===== config.mk =====
export PLATFORM = sky130hd
export DESIGN_NAME = spi_eng_top
export DESIGN_NICKNAME = d
export VERILOG_FILES = /design/src/rtl/spi_eng_pkg.sv /design/src/rtl/spi_eng_baud.sv /design/src/rtl/spi_eng_shifter.sv /design/src/rtl/spi_eng_top.sv
export SDC_FILE = /design/constraint.sdc
export NUM_CORES = 1
export LEC_CHECK = 0
export BUFFER_PORTS_ARGS = -buffer_cell sky130_fd_sc_hd__clkbuf_2
export CORE_ASPECT_RATIO = 1.4
export CORE_MARGIN = 5
export CORE_UTILIZATION = 54
export CTS_BUF_LIST = sky130_fd_sc_hd__clkbuf_2
export DETAILED_ROUTE_END_ITERATION = 10
export MAX_ROUTING_LAYER = met4
export PLACE_DENSITY = 0.78
export SLEW_MARGIN = 20
export SYNTH_ARGS = -nofsm -noshare
export SYNTH_HDL_FRONTEND = slang
export SYNTH_SLANG_ARGS = --single-unit

===== constraint.sdc =====
create_clock -name clk -period 2.3 [get_ports clk]
set_clock_uncertainty 0.05 [all_clocks]
set_input_delay 0.115 -clock clk [delete_from_list [all_inputs] [get_ports clk]]
set_output_delay 0.115 -clock clk [all_outputs]
set_load 0.03 [all_outputs]

===== src/rtl/spi_eng_pkg.sv =====
package spi_eng_pkg;
    localparam int DATA_W = 32;
    localparam int LEN_W  = $clog2(DATA_W);
    localparam int CNT_W  = LEN_W + 1;
    localparam int CTRL_W = LEN_W + 7;

    typedef struct packed {
        logic             rx_off;
        logic             tx_off;
        logic             loop;
        logic             msb_first;
        logic             idle_lvl;
        logic             ph_n;
        logic             pol;
        logic [LEN_W-1:0] len_m1;
    } eng_cfg_t;

    // index of the final SCLK edge of an N-bit word: 2N-1
    function automatic logic [CNT_W-1:0] final_edge(input logic [LEN_W-1:0] m1);
        return {m1, 1'b1};
    endfunction
endpackage


===== src/rtl/spi_eng_baud.sv =====
module spi_eng_baud #(
    parameter int BAUD_W = 16
) (
    input  logic              clk,
    input  logic              rst,
    input  logic              load,
    input  logic [BAUD_W-1:0] br_i,
    input  logic              run,
    output logic              tick
);
    logic [BAUD_W-1:0] br_q;
    logic [BAUD_W-1:0] cnt;

    assign tick = run && (cnt == br_q);

    always_ff @(posedge clk) begin
        if (rst) begin
            br_q <= '0;
            cnt  <= '0;
        end else begin
            if (load)
                br_q <= br_i;
            if (!run || tick)
                cnt <= '0;
            else
                cnt <= cnt + 1'b1;
        end
    end
endmodule


===== src/rtl/spi_eng_shifter.sv =====
module spi_eng_shifter
    import spi_eng_pkg::*;
(
    input  logic              clk,
    input  logic              rst,
    input  logic              start,
    input  eng_cfg_t          cfg_i,
    input  logic [DATA_W-1:0] word_i,
    input  logic              tick,
    input  logic              sin,
    output logic              active,
    output eng_cfg_t          cfg_q,
    output logic              mosi,
    output logic              sclk,
    output logic [DATA_W-1:0] rx_word,
    output logic              rx_done
);
    logic              phase;
    logic [CNT_W-1:0]  edge_cnt;
    logic [DATA_W-1:0] sr_tx;
    logic [DATA_W-1:0] sr_rx;
    logic              smp_edge;
    logic              last_edge;
    logic              tx_bit;
    logic [DATA_W-1:0] rx_next;
    logic [DATA_W-1:0] tx_next;

    always_comb begin
        smp_edge  = (~edge_cnt[0]) == cfg_q.ph_n;
        last_edge = edge_cnt == final_edge(cfg_q.len_m1);
        tx_bit    = cfg_q.msb_first ? sr_tx[cfg_q.len_m1] : sr_tx[0];
        if (cfg_q.msb_first) begin
            rx_next = {sr_rx[DATA_W-2:0], sin};
            tx_next = {sr_tx[DATA_W-2:0], 1'b0};
        end else begin
            rx_next = (sr_rx >> 1) | (DATA_W'(sin) << cfg_q.len_m1);
            tx_next = {1'b0, sr_tx[DATA_W-1:1]};
        end
    end

    assign sclk    = active ? (cfg_q.pol ^ phase) : cfg_i.idle_lvl;
    assign mosi    = active && !cfg_q.tx_off && tx_bit;
    assign rx_word = sr_rx;

    always_ff @(posedge clk) begin
        if (rst) begin
            active   <= 1'b0;
            phase    <= 1'b0;
            edge_cnt <= '0;
            sr_tx    <= '0;
            sr_rx    <= '0;
            cfg_q    <= '0;
            rx_done  <= 1'b0;
        end else begin
            rx_done <= 1'b0;
            if (!active) begin
                if (start) begin
                    active   <= 1'b1;
                    cfg_q    <= cfg_i;
                    sr_tx    <= word_i;
                    sr_rx    <= '0;
                    edge_cnt <= '0;
                    phase    <= 1'b0;
                end
            end else if (tick) begin
                phase    <= ~phase;
                edge_cnt <= edge_cnt + 1'b1;
                if (smp_edge && !cfg_q.rx_off)
                    sr_rx <= rx_next;
                if (!smp_edge && edge_cnt != '0)
                    sr_tx <= tx_next;
                if (last_edge) begin
                    active  <= 1'b0;
                    rx_done <= !cfg_q.rx_off;
                end
            end
        end
    end
endmodule


===== src/rtl/spi_eng_top.sv =====
module spi_eng_top
    import spi_eng_pkg::*;
#(
    parameter int BAUD_W = 16
) (
    input  logic              clk,
    input  logic              rst,
    input  logic [CTRL_W-1:0] ctrl_i,
    input  logic [BAUD_W-1:0] baud_i,
    input  logic [DATA_W-1:0] tx_data_i,
    input  logic              tx_valid_i,
    output logic              tx_ready_o,
    input  logic              miso_i,
    output logic              sclk_o,
    output logic              mosi_o,
    output logic [DATA_W-1:0] rx_data_o,
    output logic              rx_valid_o,
    output logic              busy_o
);
    logic              hold_v;
    logic [DATA_W-1:0] hold_d;
    logic              active;
    logic              start;
    logic              tick;
    logic              sin;
    eng_cfg_t          cfg_q;
    eng_cfg_t          cfg_live;

    assign cfg_live   = eng_cfg_t'(ctrl_i);
    assign tx_ready_o = !hold_v;
    assign start      = hold_v && !active;
    assign busy_o     = hold_v || active;
    assign sin        = cfg_q.loop ? mosi_o : miso_i;

    always_ff @(posedge clk) begin
        if (rst) begin
            hold_v <= 1'b0;
            hold_d <= '0;
        end else if (tx_valid_i && !hold_v) begin
            hold_v <= 1'b1;
            hold_d <= tx_data_i;
        end else if (start) begin
            hold_v <= 1'b0;
        end
    end

    spi_eng_baud #(.BAUD_W(BAUD_W)) baud_i0 (
        .clk  (clk),
        .rst  (rst),
        .load (start),
        .br_i (baud_i),
        .run  (active),
        .tick (tick)
    );

    spi_eng_shifter shf_i (
        .clk     (clk),
        .rst     (rst),
        .start   (start),
        .cfg_i   (cfg_live),
        .word_i  (hold_d),
        .tick    (tick),
        .sin     (sin),
        .active  (active),
        .cfg_q   (cfg_q),
        .mosi    (mosi_o),
        .sclk    (sclk_o),
        .rx_word (rx_data_o),
        .rx_done (rx_valid_o)
    );
endmodule


==> results of run 1 <==
-- flip-flops by register name, indices dropped and copies added (netlist names) --
signal,cells
shf_i.phase,1
shf_i.sr_tx,32
hold_d,32
shf_i.cfg_q,11
shf_i.rx_done,1
shf_i.edge_cnt,6
shf_i.active,1
shf_i.rx_word,32
baud_i0.cnt,16
baud_i0.br_q,16
hold_v,1
-- report_power, final --
group	switching, mW	internal, mW
clock network	1.00	0.494
registers	0.110	2.69
logic	0.716	0.603
total	1.83	3.78
-- worst min-delay path: stages --
cell and delay, ps:
dlygate4sd3_1 540, clkbuf_2 140, nor2_1 90, nor2_1 50
-- logic make-up (layout without fill, tap and decap cells) --
family | Yosys count | after routing | synth area share (%)
compound gates | 223 | 224 | 20.3
flops | 149 | 149 | 41.6
xor+xnor | 38 | 38 | 4.64
buf+inv | 74 | 345 | 4.29
mux | 71 | 71 | 11.7
other cells | 0 | 1 | 0
fa+ha+maj | 3 | 3 | 0.523
simple gates | 283 | 283 | 17.0
-- worst max path at each step --
stage	startpoint	endpoint	slack [ps]	depth (start not counted)
global placement	shf_i.cfg_q[0]	shf_i.rx_word[2]	-210	6
floorplan	shf_i.cfg_q[0]	shf_i.rx_word[10]	6	8
finish	shf_i.cfg_q[0]	mosi_o	-840	6
global route	shf_i.cfg_q[0]	mosi_o	-900	6
detailed placement	shf_i.cfg_q[0]	shf_i.rx_word[2]	-290	6
CTS	shf_i.cfg_q[0]	mosi_o	-770	6
-- layout make-up --
class                           count  area (µm²)
Antenna cell                        1        2.50
Clock buffer                       20         100
Clock inverter                     12         111
Fill cell                         695        2560
Inverter                            8        30.0
Multi-Input combinational cell    619        4300
Sequential cell                   149        3010
Tap cell                          178         223
Timing Repair Buffer              305        2600
-- timing repair --
item                                    4_1_cts  5_1_grt
gates resized for setup                       9      109
buffers inserted                              1        9
endpoints found under the setup margin       18       83
pin swaps                                     3       58
hold endpoints to repair                     81        0
hold buffers                                137        0
cloned                                        1        9
-- per-layer routing --
layer	wire length (µm)	vias up	track usage (%)	share of wire, %
li1	-	3489	-	-
met1	9860	3741	31.9	35
met2	13500	645	48.1	47
met3	2570	252	5.70	9.1
met4	2440	0	15.3	8.6
met5	0	-	-	0
-- metrics by stage --
| stage | total power, mW | setup TNS, ps | cell area (µm²) | hold slack, ps | setup WS [ps] |
|---|---|---|---|---|---|
| 5_1_grt | 5.76 | -10840 | 10400 | 170 | -897 |
| 3_5_place_dp | 3.60 | -4510 | 8060 | 292 | -294 |
| 4_1_cts | 5.19 | -3060 | 9710 | 70.6 | -767 |
| 3_3_place_gp | 3.59 | -3250 | 8060 | 288 | -214 |
| 2_1_floorplan | 3.33 | 0 | 7190 | 181 | 6.43 |
| 6_report | 5.61 | -7060 | 10400 | 118 | -844 |
-- cells in the final DEF, fill, tap and decap left out, types with 5 or more instances in the layout --
cell type,synthesis,final
a21o_1,16,16
a21oi_1,98,70
a21oi_2,1,28
a2bb2oi_1,15,15
and3_1,6,6
buf_12,0,5
buf_4,0,49
buf_6,3,6
clkbuf_16,0,6
clkbuf_2,0,118
clkinv_1,0,5
dfxtp_1,149,136
dfxtp_2,0,9
dlygate4sd3_1,0,137
inv_1,8,8
mux2i_1,61,61
mux4_2,10,10
nand2_1,198,170
nand2_2,0,7
nand2_4,0,21
nand2b_1,6,6
nand3_1,5,5
nand4_1,8,8
nor2_1,33,31
o211ai_1,33,33
o21ai_0,19,19
o22ai_1,16,16
o31ai_2,9,9
xnor2_1,24,20
xor2_1,14,14
==> reports/metrics.cfg, run 1 <==
[outcome]
status=complete, but fails checks
violations=design-rule violations, negative setup slack

[worst_setup_path]
critPathTopFamily=multiplexers
worst_path_most_repeated_cell=mux4_2
r2r_end=shf_i.rx_word[8]
cp.required_ps=2130
critPathSlowestCell=mux4_2
crit_path_cell_trace=buf_6 > mux4_2 > mux4_2 > a21oi_4 > a2111oi_4 > clkbuf_8
crit_path_end_kind=output port
rrSetupSlack_ps=-250
r2r_cells=7
r2r-start=shf_i.cfg_q[0]
cp.arrival_ps=2980
critPathKind=reg2out
path_max_fanout=7
path_buf_inv=2
critPathLaunchType=register
max_stage_delay_ps=530

[power_and_ir_drop]
power.density_mw_per_mm2=541
vdd_drop_max_uv=424
power_leakage_nw=4.07

[global_route]
grt_overflow=0
grt_max_degree=71
grt_pass1_wl_mm=35.5
grt_usage_pct=28.7
grt_pass1_vias=7370
antenna_found_initial=1

[floorplan]
die_area_mm2=0.0157
die_height_um=146
num_rows=49
core-area_mm2=0.0129
start_util_pct=55.4
io_pins=101
die_w_um=107

[yosys]
syn_nets=908
synth_top_area_share_pct=41.6
yosysMostFrequentCell=nand2_1
netlist_instances=841
synth.area.top_cells=dfxtp_1, nand2_1, mux2i_1
synth_edf_count=0
synth_common_cells=nand2_1, dfxtp_1, a21oi_1
yosysUniqueCellTypes=48
synth_ff_type=dfxtp_1
ys_seq_elements=149
synth-async-reset-ratio_pct=0
syn_area_per_cell_um2=8.53
synth_largest_area_cell=dfxtp_1
synth_area_mm2=0.00717
seq_area_frac_synth_pct=41.6
yosysWarnings=0

[route]
via_count=8127
firstDrtPassIters=11
drc=1
drt-vias-per-instance=6.29
wl_per_cell_um=21.9
wl_mm=28.3
ant_nets=0
drt_iter0_drc=919

[cts]
clk_latency_ps=790
clockBufferDepth=2
cts_tree=built
clk_pin_slew_worst_paths_ps=230
clock-sinks=149
cts_root_buf=clkbuf_2
htree_levels=4
cts_made_buffers=17

[placed_design]
dp.cells=1102
port-buffer-count=100
dp_hpwl_mm=12.3
gp_congestion=0.890

[layout]
syn_to_final_growth_pct=44.7
drive_above_1_share_pct=27.1
fin_cells=1292
fin_nets=1167
fin_util_pct=80.2

[worst_hold_path]
hp-start=tx_valid_i
hold_end=hold_v
hold_depth=4
min_path_type=in2reg

[timing]
fin_crit_ps=3140
drv_slew=0
maxSlewHeadroom_pct=54.2
rsz0062_at_grt=yes
worstMarginPinSlew_ps=687
finalSetupViolCount=53
fmax_mhz=318
timing.final.crit_share_pct=137
setup_slack_ps=-844
hold_violations=0

[run]
drv_cap=0

Note: power is estimated with default switching activity, not from simulation.
==> run 2: changes to the inputs <==
==> constraint.sdc (replaced) <==
create_clock -name clk -period 2.3 [get_ports clk]
set_clock_uncertainty 0.05 [all_clocks]
set_input_delay 0.23 -clock clk [delete_from_list [all_inputs] [get_ports clk]]
set_output_delay 0.23 -clock clk [all_outputs]
set_load 0.03 [all_outputs]
==> reports/metrics.cfg, run 2 (synthesized netlist as in run 1, its figures left out) <==
[cts]
clockBufferDepth=2
cts_root_buf=clkbuf_2
cts_made_buffers=17
cts_tree=built
clk_latency_ps=750
clk_pin_slew_worst_paths_ps=250
clock-sinks=149
htree_levels=4

[route]
drt-vias-per-instance=6.00
drt_iter0_drc=581
ant_nets=0
via_count=7434
firstDrtPassIters=6
drc=0
wl_mm=23.1
wl_per_cell_um=18.6

[worst_setup_path]
crit_path_cell_trace=mux4_2 > mux4_2 > nor2b_4 > a21oi_4 > a2111oi_4 > clkbuf_8
max_stage_delay_ps=560
crit_path_end_kind=output port
critPathSlowestCell=mux4_2
critPathLaunchType=register
cp.required_ps=2020
cp.arrival_ps=2970
critPathKind=reg2out
path_max_fanout=7
path_buf_inv=1
critPathTopFamily=multiplexers
worst_path_most_repeated_cell=mux4_2

[timing]
worst_hold_slack_ps=166
worstMarginPinSlew_ps=734
fmax_mhz=308
fin_crit_ps=3250
tns_ps=-15490
drv_slew=0
rsz0062_at_grt=yes
finalSetupViolCount=36
hold_violations=0
timing.final.crit_share_pct=141
setup_slack_ps=-946
maxSlewHeadroom_pct=51.0

[layout]
multi_input_area_mm2=0.00435
syn_to_final_growth_pct=38.1
mostFrequentLayoutCells=nand2_1, dfxtp_1, clkbuf_2
final_common_cell=nand2_1
fin_nets=1113
ff_latch_area_mm2=0.00301
nFillCells=790
fin_util_pct=76.6
drive_above_1_share_pct=30.7

[floorplan]
die_area_mm2=0.0157
core-area_mm2=0.0129
io_pins=101
start_util_pct=55.4
die_w_um=107
num_rows=49
die_height_um=146

[global_route]
grt_pass1_wl_mm=32.3
antenna_found_initial=2
grt_max_degree=71
grt_overflow=0
grt_pass1_vias=6808
grt_usage_pct=25.8

[outcome]
status=complete, but fails checks
violations=negative setup slack

[power_and_ir_drop]
power_leakage_nw=3.81
vdd_drop_max_uv=420
power.density_mw_per_mm2=562

[worst_hold_path]
min_path_type=in2reg

[placed_design]
dp_hpwl_mm=12.2
gp_congestion=0.878
port-buffer-count=100

[run]
drv_cap=0

[run 2: cell count changes in the layout (fill, tap and decap cells not counted), sizes merged]
cell,delta
diode,+1
clkinvlp,+1
buf,+9
inv,+5
clkinv,-3
clkbuf,-4
dlygate4sd3,-62
[run 2: final timing paths]
path                  start          endpoint  slack (ps)  cells past startpoint
min reg2reg      hold_d[18]        hold_d[18]         430                      2
max          shf_i.cfg_q[0]            mosi_o        -950                      6
min               baud_i[3]   baud_i0.br_q[3]         170                      4
max reg2reg  shf_i.cfg_q[0]  shf_i.rx_word[0]        -900                     15
[run 2: timing repair]
item                                   in CTS  in global routing
gates resized for setup                    26                112
buffers inserted                           12                  8
gates cloned                                1                  8
hold buffers                               75                  0
pin swaps                                  10                 54
endpoints found under the hold margin      65                  0
setup endpoints to repair                  24                 66
[run 2: area by class of cell]
cell class	instances	area share [%]
Multi-Input combinational cell	619	43.9
Inverter	8	0.303
Timing Repair Buffer	251	20.5
Clock inverter	15	1.73
Tap cell	178	2.25
Clock buffer	17	0.859
Antenna cell	2	0.0505
Sequential cell	149	30.4
[run 2: where the power goes]
part	switching, mW	total (mW)	internal (mW)
clock	1.05	1.58	0.532
sequential	0.101	2.79	2.69
combinational	0.643	1.20	0.556
[run 2: stage by stage]
step | setup WS (ps) | std cells | power (mW) | area [µm²]
floorplan | 6.43 | 841 | 3.33 | 7190
global placement | -262 | 1104 | 3.59 | 8080
detailed placement | -299 | 1104 | 3.60 | 8080
CTS | -867 | 1224 | 5.30 | 9300
global route | -988 | 1239 | 5.79 | 9910
finish | -946 | 1239 | 5.57 | 9910
[run 2: tightest hold or removal path, delay by kind of cell]
family / cells / cell delay (ps)
simple gates: 1 / 40
buf+inv: 2 / 630
compound gates: 1 / 50
[run 2: routing by layer]
| metal | vias to the layer above | global-route usage (%) | wire, µm |
|---|---|---|---|
| met3 | 110 | 5.26 | 1500 |
| met1 | 3558 | 29.3 | 8580 |
| met5 | - | - | 0 |
| li1 | 3386 | - | - |
| met4 | 0 | 10.4 | 1150 |
| met2 | 380 | 44.1 | 11900 |
